===== config.mk =====
export PLATFORM = sky130hd
export DESIGN_NAME = irq_dma_channel
export DESIGN_NICKNAME = d
export VERILOG_FILES = /design/src/rtl/dmach_pkg.sv /design/src/rtl/dmach_sched.sv /design/src/rtl/dmach_regs.sv /design/src/rtl/dmach_busif.sv /design/src/rtl/irq_dma_channel.sv
export SDC_FILE = /design/constraint.sdc
export NUM_CORES = 1
export LEC_CHECK = 0
export BUFFER_PORTS_ARGS = -buffer_cell sky130_fd_sc_hd__buf_2
export CAP_MARGIN = 10
export CORE_MARGIN = 1
export CORE_UTILIZATION = 45
export CTS_CLUSTER_DIAMETER = 30
export DETAILED_ROUTE_END_ITERATION = 8
export PLACE_DENSITY = 0.75
export RECOVER_POWER = 25
export SYNTH_ARGS = -nofsm -noshare
export SYNTH_HDL_FRONTEND = slang
export SYNTH_HIERARCHICAL = 1
export SYNTH_SLANG_ARGS = --single-unit

===== constraint.sdc =====
create_clock -name clk -period 2.8 [get_ports clk]
set_input_delay 0.84 -clock clk [delete_from_list [all_inputs] [get_ports clk]]
set_output_delay 0.84 -clock clk [all_outputs]
set_load 0.02 [all_outputs]

===== src/rtl/dmach_pkg.sv =====
package dmach_pkg;

    localparam int PRIO_W   = 3;
    localparam int RF_AW    = 8;
    localparam int RF_LIMIT = 'hDF;

    typedef struct packed {
        logic [PRIO_W-1:0] prio;
        logic              ext_seg;
        logic              tgt_rf;
        logic              eob_flag;
        logic              eob_en;
        logic              mask;
        logic              pend;
    } ch_ctrl_t;

    localparam int CTRL_W = $bits(ch_ctrl_t);

    typedef enum logic [1:0] {
        SEL_CTRL = 2'd0,
        SEL_ADDR = 2'd1,
        SEL_CNT  = 2'd2,
        SEL_SEG  = 2'd3
    } reg_sel_e;

    typedef enum logic {
        ST_IDLE = 1'b0,
        ST_XFER = 1'b1
    } sched_st_e;

    function automatic logic rf_addr_legal(input logic [31:0] value);
        return value <= 32'(RF_LIMIT);
    endfunction

endpackage


===== src/rtl/dmach_sched.sv =====
module dmach_sched
    import dmach_pkg::*;
(
    input  logic clk,
    input  logic rst,
    input  logic req_ok,
    input  logic prio_ok,
    input  logic instr_end,
    input  logic top_busy,
    input  logic cnt_zero,
    input  logic bus_gnt,
    output logic xfer_req,
    output logic start_empty,
    output logic commit
);

    sched_st_e st;
    logic      go;

    assign go          = (st == ST_IDLE) && req_ok && prio_ok && instr_end && !top_busy;
    assign start_empty = go && cnt_zero;
    assign commit      = (st == ST_XFER) && bus_gnt;
    assign xfer_req    = (st == ST_XFER);

    always_ff @(posedge clk) begin
        if (rst) begin
            st <= ST_IDLE;
        end else begin
            case (st)
                ST_IDLE: if (go && !cnt_zero) st <= ST_XFER;
                ST_XFER: if (bus_gnt)         st <= ST_IDLE;
                default:                      st <= ST_IDLE;
            endcase
        end
    end

    AST_REQ_NEEDS_FLAGS: assert property (@(posedge clk) disable iff (rst)
        $rose(xfer_req) |-> $past(req_ok));
    AST_REQ_PRIO_GATE: assert property (@(posedge clk) disable iff (rst)
        $rose(xfer_req) |-> $past(prio_ok && instr_end));
    AST_REQ_NOT_IN_TOP: assert property (@(posedge clk) disable iff (rst)
        $rose(xfer_req) |-> $past(!top_busy));
    AST_HOLD_UNTIL_GNT: assert property (@(posedge clk) disable iff (rst)
        (xfer_req && !bus_gnt) |=> xfer_req);
    AST_EMPTY_NO_BUS: assert property (@(posedge clk) disable iff (rst)
        start_empty |=> !xfer_req);

endmodule


===== src/rtl/dmach_regs.sv =====
module dmach_regs
    import dmach_pkg::*;
#(
    parameter int ADDR_W = 16,
    parameter int CNT_W  = 8,
    parameter int EXT_W  = 8
) (
    input  logic              clk,
    input  logic              rst,
    input  logic              wr_en,
    input  logic [1:0]        wr_sel,
    input  logic [ADDR_W-1:0] wr_data,
    input  logic              hw_event,
    input  logic              commit,
    input  logic              start_empty,
    output ch_ctrl_t          ctrl,
    output logic [ADDR_W-1:0] addr,
    output logic [CNT_W-1:0]  cnt,
    output logic [EXT_W-1:0]  seg
);

    ch_ctrl_t          ctrl_n;
    logic [ADDR_W-1:0] addr_n;
    logic [CNT_W-1:0]  cnt_n;
    logic [EXT_W-1:0]  seg_n;

    always_comb begin
        ctrl_n = ctrl;
        addr_n = addr;
        cnt_n  = cnt;
        seg_n  = seg;
        if (start_empty) begin
            ctrl_n.mask     = 1'b0;
            ctrl_n.eob_flag = 1'b1;
            ctrl_n.pend     = 1'b0;
        end
        if (commit) begin
            addr_n      = addr + ADDR_W'(1);
            cnt_n       = cnt - CNT_W'(1);
            ctrl_n.pend = 1'b0;
            if (cnt == CNT_W'(1)) begin
                ctrl_n.mask     = 1'b0;
                ctrl_n.eob_flag = 1'b1;
            end
        end
        if (wr_en) begin
            case (reg_sel_e'(wr_sel))
                SEL_CTRL: ctrl_n = ch_ctrl_t'(wr_data[CTRL_W-1:0]);
                SEL_ADDR: if (!ctrl.tgt_rf || rf_addr_legal(32'(wr_data))) addr_n = wr_data;
                SEL_CNT:  cnt_n  = wr_data[CNT_W-1:0];
                SEL_SEG:  seg_n  = wr_data[EXT_W-1:0];
                default:  ;
            endcase
        end
        if (hw_event) ctrl_n.pend = 1'b1;
    end

    always_ff @(posedge clk) begin
        if (rst) begin
            ctrl <= '0;
            addr <= '0;
            cnt  <= '0;
            seg  <= '0;
        end else begin
            ctrl <= ctrl_n;
            addr <= addr_n;
            cnt  <= cnt_n;
            seg  <= seg_n;
        end
    end

    AST_COMMIT_STEP: assert property (@(posedge clk) disable iff (rst)
        (commit && !wr_en) |=> (addr == $past(addr) + ADDR_W'(1)) && (cnt == $past(cnt) - CNT_W'(1)));
    AST_PEND_CLEAR: assert property (@(posedge clk) disable iff (rst)
        (commit && !wr_en && !hw_event) |=> !ctrl.pend);
    AST_LAST_DISARMS: assert property (@(posedge clk) disable iff (rst)
        (commit && !wr_en && cnt == CNT_W'(1)) |=> (!ctrl.mask && ctrl.eob_flag));
    AST_RF_WINDOW: assert property (@(posedge clk) disable iff (rst)
        (wr_en && wr_sel == SEL_ADDR && ctrl.tgt_rf && !rf_addr_legal(32'(wr_data)) && !commit)
        |=> $stable(addr));

endmodule


===== src/rtl/dmach_busif.sv =====
module dmach_busif
    import dmach_pkg::*;
#(
    parameter int ADDR_W = 16,
    parameter int EXT_W  = 8,
    parameter int DATA_W = 8,
    localparam int BUS_AW = EXT_W + ADDR_W
) (
    input  logic              clk,
    input  logic              rst,
    input  logic              tgt_rf,
    input  logic              ext_seg,
    input  logic [ADDR_W-1:0] addr,
    input  logic [EXT_W-1:0]  seg,
    input  logic [EXT_W-1:0]  isr_page,
    input  logic              periph_is_tx,
    input  logic [DATA_W-1:0] periph_rx_data,
    input  logic [DATA_W-1:0] bus_rdata,
    input  logic              commit,
    output logic [BUS_AW-1:0] bus_addr,
    output logic              bus_space,
    output logic              bus_we,
    output logic [DATA_W-1:0] bus_wdata,
    output logic [DATA_W-1:0] tx_data,
    output logic              tx_load
);

    logic [EXT_W-1:0] upper;

    assign upper     = ext_seg ? seg : isr_page;
    assign bus_addr  = tgt_rf ? {{(BUS_AW-RF_AW){1'b0}}, addr[RF_AW-1:0]} : {upper, addr};
    assign bus_space = tgt_rf;
    assign bus_we    = !periph_is_tx;
    assign bus_wdata = periph_rx_data;

    always_ff @(posedge clk) begin
        if (rst) begin
            tx_load <= 1'b0;
            tx_data <= '0;
        end else begin
            tx_load <= commit && periph_is_tx;
            if (commit && periph_is_tx) tx_data <= bus_rdata;
        end
    end

    AST_TX_PULSE: assert property (@(posedge clk) disable iff (rst)
        (commit && periph_is_tx) |=> (tx_load && tx_data == $past(bus_rdata)));

endmodule


===== src/rtl/irq_dma_channel.sv =====
module irq_dma_channel
    import dmach_pkg::*;
#(
    parameter int ADDR_W = 16,
    parameter int CNT_W  = 8,
    parameter int EXT_W  = 8,
    parameter int DATA_W = 8,
    localparam int BUS_AW = EXT_W + ADDR_W
) (
    input  logic              clk,
    input  logic              rst,
    input  logic              reg_wr_en,
    input  logic [1:0]        reg_wr_sel,
    input  logic [ADDR_W-1:0] reg_wr_data,
    input  logic              hw_event,
    input  logic [PRIO_W-1:0] cpu_prio,
    input  logic              cpu_instr_end,
    input  logic              cpu_top_isr,
    input  logic [EXT_W-1:0]  isr_page,
    input  logic              periph_is_tx,
    input  logic [DATA_W-1:0] periph_rx_data,
    output logic [DATA_W-1:0] periph_tx_data,
    output logic              periph_tx_load,
    output logic              bus_req,
    output logic              bus_space,
    output logic              bus_we,
    output logic [BUS_AW-1:0] bus_addr,
    output logic [DATA_W-1:0] bus_wdata,
    input  logic              bus_gnt,
    input  logic [DATA_W-1:0] bus_rdata,
    output logic              eob_irq
);

    ch_ctrl_t          ctrl;
    logic [ADDR_W-1:0] addr;
    logic [CNT_W-1:0]  cnt;
    logic [EXT_W-1:0]  seg;
    logic              commit;
    logic              start_empty;

    dmach_regs #(.ADDR_W(ADDR_W), .CNT_W(CNT_W), .EXT_W(EXT_W)) u_regs (
        .clk         (clk),
        .rst         (rst),
        .wr_en       (reg_wr_en),
        .wr_sel      (reg_wr_sel),
        .wr_data     (reg_wr_data),
        .hw_event    (hw_event),
        .commit      (commit),
        .start_empty (start_empty),
        .ctrl        (ctrl),
        .addr        (addr),
        .cnt         (cnt),
        .seg         (seg)
    );

    dmach_sched u_sched (
        .clk         (clk),
        .rst         (rst),
        .req_ok      (ctrl.pend && ctrl.mask),
        .prio_ok     (ctrl.prio >= cpu_prio),
        .instr_end   (cpu_instr_end),
        .top_busy    (cpu_top_isr),
        .cnt_zero    (cnt == '0),
        .bus_gnt     (bus_gnt),
        .xfer_req    (bus_req),
        .start_empty (start_empty),
        .commit      (commit)
    );

    dmach_busif #(.ADDR_W(ADDR_W), .EXT_W(EXT_W), .DATA_W(DATA_W)) u_busif (
        .clk            (clk),
        .rst            (rst),
        .tgt_rf         (ctrl.tgt_rf),
        .ext_seg        (ctrl.ext_seg),
        .addr           (addr),
        .seg            (seg),
        .isr_page       (isr_page),
        .periph_is_tx   (periph_is_tx),
        .periph_rx_data (periph_rx_data),
        .bus_rdata      (bus_rdata),
        .commit         (commit),
        .bus_addr       (bus_addr),
        .bus_space      (bus_space),
        .bus_we         (bus_we),
        .bus_wdata      (bus_wdata),
        .tx_data        (periph_tx_data),
        .tx_load        (periph_tx_load)
    );

    assign eob_irq = ctrl.eob_flag && ctrl.eob_en && (ctrl.prio > cpu_prio);

    AST_EOB_NEEDS_FLAG: assert property (@(posedge clk) disable iff (rst)
        $rose(eob_irq) |-> (ctrl.eob_flag && ctrl.eob_en));

endmodule


==> results_dict.tcl, run 1 <==
set metrics [dict create \
    power.leakage_nw 1.38 \
    crit_fanout 3 \
    diodes 0 \
    routed_wl_mm 6.73 \
    ir_drop_v 0.000283 \
    nets 446 \
    worst_pin_slew_ps 2040 \
    grt_pass1_wl_mm 10.7 \
    relSlewSlack_pct -35.9 \
    grt_pass1_vias 2349 \
    hpwl_mm 4.87 \
    clk_pin_slew_ps 90 \
    ios 98 \
    synth_seq_cells 51 \
    yosysTopAreaCell "dfxtp_1" \
    globalRoute.totalOverflow 0 \
    start_util_pct 47.9 \
    place_congestion 0.886 \
    fin_tns_setup_ps 0 \
    post_cts_resize_count 0 \
    end_kind "output pin" \
    fin_crit_sh_pct 94.1 \
    drv_cap 1 \
    num_rows 28 \
    cts_made_buffers 5 \
    chipHeight_um 82.4 \
    rsz0062_at_grt "no" \
    die_w_um 82.4 \
    track_usage_pct 20.4 \
    drc 0 \
    synthTopCellsByArea "dfxtp_1 (35%), mux2i_1 (7.6%), nor2_1 (7.4%)" \
    cellPowerDensity_nw_per_um2 464 \
    holdCritPathClass "reg -> reg" \
    num_vias 2531 \
    hold_viol_final 0 \
    violations "max-capacitance violations, max-slew violations" \
    coreArea_um2 6060 \
    port_buffers 81 \
    hold_ws_ps 492 \
    max_freq_mhz 379 \
    cts_root_buf "clkbuf_8" \
    synth_nets 386 \
    postCtsHoldBufs 0 \
    start_kind "input pin" \
    fin_crit_ps 2640 \
    r2r.worst_path.cells 4 \
    antenna_found_initial 0 \
    synthDominantCellAreaShare_pct 35.1 \
    die_area_um2 6780 \
    clock_skew_ps 5.05 \
    initialDrtViolationCount 150 \
    grt_max_degree 42 \
    cts_tree "built" \
    hold_path_depth 2 \
    layout_common_cells "buf_2 (74), nor2_1 (57), dfxtp_1 (51), mux2i_1 (22)" \
    drt_first_pass_iters 4 \
    critical_path_required_ps 1960 \
    clkLatencyLatePin_ps 300 \
    syn_to_final_growth_pct 14.6 \
    detail-route-antenna-nets 0 \
    htree_levels 2 \
    layout-drive-gt1-share_pct 28.6 \
    synth.distinct_cells 47 \
    routedWlPerCell_um 14.5 \
    async_flop_share_pct 0 \
    ys.flop_type "dfxtp_1" \
    synth.cell_area_um2 2910 \
    crit_type "in -> out" \
    syn_inst 327 \
    final_common_cell "buf_2" \
    yosysWarnings 6 \
    clock_path_buffers 2 \
    synth-seq-area-share_pct 35.1 \
    synth.avg_cell_area_um2 8.88 \
    synth_edf_count 0 \
    avgViaCountPerCell 5.47 \
    cts_setup_buffers 0 \
    slew_viol_final 42 \
    cts.sinks 51 \
    status "complete, but fails checks" \
    crit_arrival_ps 1800 \
    finalSetupViolations 0 \
]
path summary, 6_finish.rpt:
| path | to | start | slack, ps |
|---|---|---|---|
| max | eob_irq | cpu_prio[1] | 160 |
| min | u_regs/ctrl[3]$_SDFF_PP0_ | u_regs/ctrl[3]$_SDFF_PP0_ | 490 |
| max reg2reg | u_regs/addr[15]$_SDFF_PP0_ | u_regs/addr[3]$_SDFF_PP0_ | 940 |
| min reg2reg | u_regs/ctrl[3]$_SDFF_PP0_ | u_regs/ctrl[3]$_SDFF_PP0_ | 490 |
where the power goes:
| part | leakage (nW) | internal [mW] | switching [mW] |
|---|---|---|---|
| Sequential | 0.415 | 0.752 | 0.0307 |
| Combinational | 0.903 | 0.0982 | 0.131 |
| Clock | 0.0612 | 0.290 | 0.244 |
| Total | 1.38 | 1.14 | 0.406 |
sequential cells by signal, indices dropped and copies added (netlist names):
register,count
u_sched/xfer_req,1
u_regs/cnt,8
u_regs/addr,16
u_regs/ctrl,9
u_busif/tx_load,1
u_regs/seg,8
u_busif/tx_data,8
cell families after synthesis:
| family | Yosys count | synth area share, % |
|---|---|---|
| compound gates | 56 | 17.6 |
| simple gates | 125 | 21.6 |
| xor+xnor | 17 | 5.12 |
| mux | 23 | 7.97 |
| buf+inv | 49 | 9.99 |
| fa+ha+maj | 6 | 2.58 |
| flops | 51 | 35.1 |
worst max-delay path: stages:
cell      delay (ps)
buf_2             70
inv_1             40
ha_1             320
nand3_1          100
nand4b_1         110
a21oi_1          140
buf_2            180
layer usage:
layer  GRT usage, %  vias to the layer above  wire, um  share of wire (%)
li1               -                     1262         -                  -
met1           26.6                     1195      3010                 45
met2           35.0                       68      3350                 50
met3           3.41                        6       310                4.6
met4           4.56                        0        64               0.95
met5              0                        -         0                  0
final cells by class:
cell class / count / area [um2]
Fill cell: 565 / 2730
Clock buffer: 6 / 82.6
Multi-Input combinational cell: 227 / 1590
Inverter: 13 / 48.8
Sequential cell: 51 / 1020
Clock inverter: 2 / 35.0
Timing Repair Buffer: 89 / 457
Tap cell: 75 / 93.8
stage by stage:
stage / power (mW) / cells / cell area, um2 / setup WS (ps) / utilization, %
floorplan: 0.967 / 327 / 2910 / 270 / -
global placement: 1.02 / 455 / 3220 / 253 / 53.2
detailed placement: 1.03 / 455 / 3220 / 158 / 53.2
CTS: 1.55 / 463 / 3340 / 152 / 55.1
global route: 1.61 / 463 / 3330 / 44.2 / 54.9
finish: 1.55 / 463 / 3330 / 164 / 54.9
cell usage after synthesis, types with 8 or more instances:
cell type   n
nor2_1     57
dfxtp_1    51
mux2i_1    22
buf_4      19
inv_1      13
nand3_1    13
xnor2_1    13
nand2_1    11
a21oi_1    10
a221oi_2    9
a211oi_1    8
nor2b_1     8
No activity file was read; power rests on OpenSTA's default activity.
==> run 2, diff against run 1 <==
--- a/config.mk
+++ b/config.mk
@@ -7,6 +7,7 @@
 export LEC_CHECK = 0
 export BUFFER_PORTS_ARGS = -buffer_cell sky130_fd_sc_hd__buf_2
 export CAP_MARGIN = 10
+export CORE_ASPECT_RATIO = 1.5
 export CORE_MARGIN = 1
 export CORE_UTILIZATION = 45
 export CTS_CLUSTER_DIAMETER = 30
==> constraint.sdc (replaced) <==
create_clock -name clk -period 3.1 [get_ports clk]
set_input_delay 0.93 -clock clk [delete_from_list [all_inputs] [get_ports clk]]
set_output_delay 0.93 -clock clk [all_outputs]
set_load 0.02 [all_outputs]
==> run 2 against run 1 <==
Highest routed layer unchanged. Utilization is 1.0 points lower. Clock-buffer cell count stayed put. Critical endpoint unchanged. Global-route usage fell by 0.20 points. Power decreased by 9.3%. Cell count decreased by 0.65%. Die area hardly changed. Sequential cell count stayed put. Clock power is 8.2% lower. Sequential power shrank 9.7%. Critical path type unchanged. The run now ends clean. Largest power group unchanged. First-iteration DRC count is 55% lower. Final area is essentially flat. Wire length down 2.2%.
==> results_dict.tcl, run 2 (synthesis results as in run 1) <==
set metrics [dict create \
    layout_common_cells "buf_2 (79), nor2_1 (57), dfxtp_1 (51), mux2i_1 (22)" \
    hpwl_mm 4.83 \
    routed_wl_mm 6.58 \
    crit_fanout 2 \
    num_vias 2465 \
    cts.sinks 51 \
    power.leakage_nw 1.39 \
    dpl_cell_area_um2 3210 \
    die_area_um2 6790 \
    globalRoute.totalOverflow 0 \
    end_kind "output pin" \
    critical_path_required_ps 2170 \
    syn_to_final_growth_pct 14.5 \
    hold_viol_final 0 \
    cts_setup_buffers 0 \
    chipHeight_um 100 \
    dpl.cell_count 452 \
    drv_cap 0 \
    coreArea_um2 6170 \
    fin_tns_setup_ps 0 \
    status "completed" \
    start_util_pct 47.1 \
    port_buffers 81 \
    cellPowerDensity_nw_per_um2 421 \
    crit_arrival_ps 1870 \
    crit_start "cpu_prio[2]" \
    finalSetupViolations 0 \
    cts_made_buffers 5 \
    grt_pass1_wl_mm 10.6 \
    htree_levels 2 \
    num_rows 35 \
    final_common_cell "buf_2" \
    crit_type "in -> out" \
    cts_tree "built" \
    clk_pin_slew_ps 90 \
    grt_pass1_vias 2374 \
    routedWlPerCell_um 14.3 \
    largestRegisters "u_regs/addr (16), u_regs/ctrl (9)" \
    slew_viol_final 0 \
    postCtsHoldBufs 0 \
    avgViaCountPerCell 5.36 \
    finalInstanceArea_um2 3330 \
    antenna_found_initial 0 \
    diodes 0 \
    rsz0062_at_grt "no" \
    largest_reg_flops 16 \
    initialDrtViolationCount 68 \
    fin_crit_sh_pct 90.5 \
    holdCritPathClass "reg -> reg" \
    place_congestion 0.798 \
    drc 0 \
    post_cts_resize_count 0 \
    fin_crit_ps 2800 \
    clock_path_buffers 2 \
    cts_root_buf "clkbuf_8" \
    track_usage_pct 20.2 \
    clock_skew_ps 5.52 \
    die_w_um 67.6 \
    drt_first_pass_iters 4 \
    detail-route-antenna-nets 0 \
    ir_drop_v 0.000253 \
    ios 98 \
    worst_pin_slew_ps 1130 \
    clkLatencyLatePin_ps 300 \
    max_freq_mhz 357 \
    finalNonFillerCells 460 \
    grt_max_degree 53 \
    pre_cts_slack_ps 276 \
    rr_startpoint "u_sched/xfer_req$_SDFF_PP0_" \
    min_from "u_regs/ctrl[3]$_SDFF_PP0_" \
    nets 444 \
    top_register "u_regs/addr" \
    relSlewSlack_pct 24.8 \
    postLayoutSetupSlackWorst_ps 296 \
    layout-drive-gt1-share_pct 30.1 \
    start_kind "input pin" \
]
[run 2: cell count changes in the layout (fill, tap and decap cells not counted), sizes merged]
cell	delta
clkbuf	-5
clkinv	-1
buf	+3
inv	+1
[run 2: critical path, stage by stage]
cell and delay [ps]:
buf_2 70, inv_1 40, ha_1 290, nor2_1 60, nand4b_1 180, a21oi_1 130, buf_2 180
[run 2: metrics by stage]
| step | utilization [%] | power (mW) | hold slack [ps] |
|---|---|---|---|
| after global placement | 51.9 | 0.922 | 468 |
| after floorplan | - | 0.873 | 447 |
| after detailed placement | 51.9 | 0.926 | 465 |
| after CTS | 53.9 | 1.42 | 486 |
| after global routing | 53.9 | 1.47 | 526 |
| final | 53.9 | 1.40 | 488 |
[run 2: path summary, 6_finish.rpt]
kind	endpoint	cells past startpoint	slack (ps)
worst min register to register	u_regs/ctrl[3]$_SDFF_PP0_	2	490
worst min-delay path	u_regs/ctrl[3]$_SDFF_PP0_	2	490
worst max register to register	u_regs/cnt[5]$_SDFF_PP0_	6	1120
worst max-delay path	eob_irq	7	300
[run 2: final cells by class]
type                    instances  area (um2)
clock buffers                   6        82.6
well taps                      74        92.6
flip-flops and latches         51        1020
repair buffers                 87         449
inverters                      13        48.8
fillers                       579        2850
clock inverters                 2        38.8
multi-input cells             227        1590
[run 2: routing by layer]
metal	vias up	track usage (%)	routed length, um
li1	1259	-	-
met2	60	34.7	3380
met3	7	2.39	286
met5	-	0	0
met1	1139	25.0	2820
met4	0	7.36	88
[run 2: power by group]
| part | total, mW | leakage [nW] | internal [mW] | switching (mW) |
|---|---|---|---|---|
| clock network | 0.490 | 0.0618 | 0.266 | 0.224 |
| registers | 0.707 | 0.415 | 0.680 | 0.0271 |
| logic | 0.205 | 0.918 | 0.0875 | 0.117 |
| total | 1.40 | 1.39 | 1.03 | 0.369 |
==> run 3, diff against run 2 <==
--- a/config.mk
+++ b/config.mk
@@ -7,12 +7,15 @@
 export LEC_CHECK = 0
 export BUFFER_PORTS_ARGS = -buffer_cell sky130_fd_sc_hd__buf_2
 export CAP_MARGIN = 10
+export CELL_PAD_IN_SITES_DETAIL_PLACEMENT = 1
+export CELL_PAD_IN_SITES_GLOBAL_PLACEMENT = 1
 export CORE_ASPECT_RATIO = 1.5
 export CORE_MARGIN = 1
-export CORE_UTILIZATION = 45
+export CORE_UTILIZATION = 40
 export CTS_CLUSTER_DIAMETER = 30
 export DETAILED_ROUTE_END_ITERATION = 8
-export PLACE_DENSITY = 0.75
+export GPL_TIMING_DRIVEN = 0
+export PLACE_DENSITY = 0.88
 export RECOVER_POWER = 25
 export SYNTH_ARGS = -nofsm -noshare
 export SYNTH_HDL_FRONTEND = slang
==> run 3 against run 2 <==
Clock skew is 4.8 ps higher. Power is 2.3% lower. Via count is 11% higher. Critical path type unchanged. Highest routed layer unchanged.
==> results_dict.tcl, run 3 (synthesis results as in run 1) <==
set metrics [dict create \
    status "completed" \
    cts_made_buffers 5 \
    syn_to_final_growth_pct 20.9 \
    cts_root_buf "clkbuf_8" \
    post_cts_resize_count 0 \
    globalRoute.totalOverflow 0 \
    grt_pass1_vias 2801 \
    cts_setup_buffers 0 \
    end_kind "output pin" \
    diodes 0 \
    largestRegisters "u_regs/addr (16), u_regs/ctrl (9)" \
    max_freq_mhz 363 \
    start_kind "input pin" \
    chipHeight_um 106 \
    routed_wl_mm 8.32 \
    die_w_um 71.6 \
    worst_pin_slew_ps 676 \
    num_rows 37 \
    clk_pin_slew_ps 90 \
    die_area_um2 7620 \
    track_usage_pct 22.6 \
    layout_common_cells "buf_2 (83), nor2_1 (57), dfxtp_1 (51), mux2i_1 (22), buf_4 (19)" \
    crit_type "in -> out" \
    slew_viol_final 0 \
    grt_pass1_wl_mm 13.4 \
    cts.sinks 51 \
    crit_arrival_ps 1820 \
    ir_drop_v 0.000266 \
    swShare_pct 29.1 \
    power.leakage_nw 1.49 \
    comb_power_share_pct 18.2 \
    place_congestion 0.872 \
    drt_first_pass_iters 4 \
    p_clk_share_pct 30.3 \
    p_switching_uw 399 \
    rsz0062_at_grt "no" \
    nets 481 \
    coreArea_um2 6940 \
    pre_cts_slack_ps 299 \
    postCtsHoldBufs 0 \
    clock_skew_ps 10.4 \
    largest_reg_flops 16 \
    cts_tree "built" \
    fin_tns_setup_ps 0 \
    p_int_uw 970 \
    detail-route-antenna-nets 0 \
    antenna_found_initial 0 \
    holdCritPathClass "reg -> reg" \
    finalSetupViolations 0 \
    clock_path_buffers 2 \
    fin_crit_sh_pct 88.8 \
    p_seq_share_pct 51.6 \
    cellPowerDensity_nw_per_um2 390 \
    top_register "u_regs/addr" \
    layout-drive-gt1-share_pct 31.4 \
    htree_levels 2 \
    hpwl_mm 6.37 \
    critical_path_required_ps 2170 \
    start_util_pct 41.8 \
    grt_max_degree 17 \
    postLayoutSetupSlackWorst_ps 346 \
    ios 98 \
    drc 0 \
    hold_viol_final 0 \
    num_vias 2731 \
    initialDrtViolationCount 96 \
    drv_cap 0 \
    fin_crit_ps 2750 \
    final_common_cell "buf_2" \
    avgViaCountPerCell 5.45 \
    routedWlPerCell_um 16.6 \
    clkLatencyLatePin_ps 320 \
    relSlewSlack_pct 54.3 \
    port_buffers 88 \
    crit_fanout 3 \
]
[run 3: cell count changes in the layout (fill, tap and decap cells not counted), moves of 2 or more]
cell      change
buf_1         +2
buf_2         +4
buf_4        +13
buf_6         +2
clkbuf_1     +17
[run 3: per-stage QoR]
| stage | total power, mW | cell area (um2) | hold WS (ps) | cells | util, % |
|---|---|---|---|---|---|
| final | 1.37 | 3510 | 495 | 501 | 50.6 |
| after global routing | 1.43 | 3510 | 527 | 501 | 50.6 |
| after CTS | 1.39 | 3540 | 491 | 501 | 51.0 |
| after detailed placement | 0.969 | 3440 | 472 | 493 | 49.6 |
| after global placement | 0.958 | 3440 | 467 | 493 | 49.6 |
| after floorplan | 0.873 | 2910 | 447 | 327 | - |
[run 3: cell type report]
cell class / instances / area, um2
Inverter: 13 / 48.8
Clock inverter: 2 / 16.3
Clock buffer: 6 / 82.6
Multi-Input combinational cell: 227 / 1590
Tap cell: 78 / 97.6
Fill cell: 869 / 3430
Timing Repair Buffer: 88 / 429
Sequential cell: 51 / 1020
Buffer: 36 / 226
[run 3: path summary, 6_finish.rpt]
path	startpoint	end	slack, ps	depth (start not counted)
max	cpu_prio[1]	eob_irq	350	7
min	u_regs/ctrl[3]$_SDFF_PP0_	u_regs/ctrl[3]$_SDFF_PP0_	490	2
max reg2reg	u_sched/xfer_req$_SDFF_PP0_	u_regs/addr[14]$_SDFF_PP0_	880	6
min reg2reg	u_regs/ctrl[3]$_SDFF_PP0_	u_regs/ctrl[3]$_SDFF_PP0_	490	2
[run 3: routing by layer]
metal / up-vias / GRT usage, % / share of wire [%]
met5: - / 0 / 0
met4: 0 / 10.6 / 3.5
met3: 18 / 2.65 / 2.8
met2: 76 / 42.5 / 54
met1: 1307 / 24.7 / 40
li1: 1330 / - / -
[run 3: worst max-delay path, cell delays in order]
cell	delay (ps)
buf_2	70
inv_1	30
ha_1	300
nand3_1	90
nand4b_1	100
a21oi_1	120
buf_2	170
[run 3: power by group through the flow]
stage          combinational, mW  sequential (mW)  clock (mW)
6_report                   0.249            0.706       0.415
5_1_grt                    0.270            0.710       0.449
4_1_cts                    0.251            0.706       0.429
3_5_place_dp               0.248            0.721           0
3_3_place_gp               0.239            0.718           0
2_1_floorplan              0.160            0.713           0
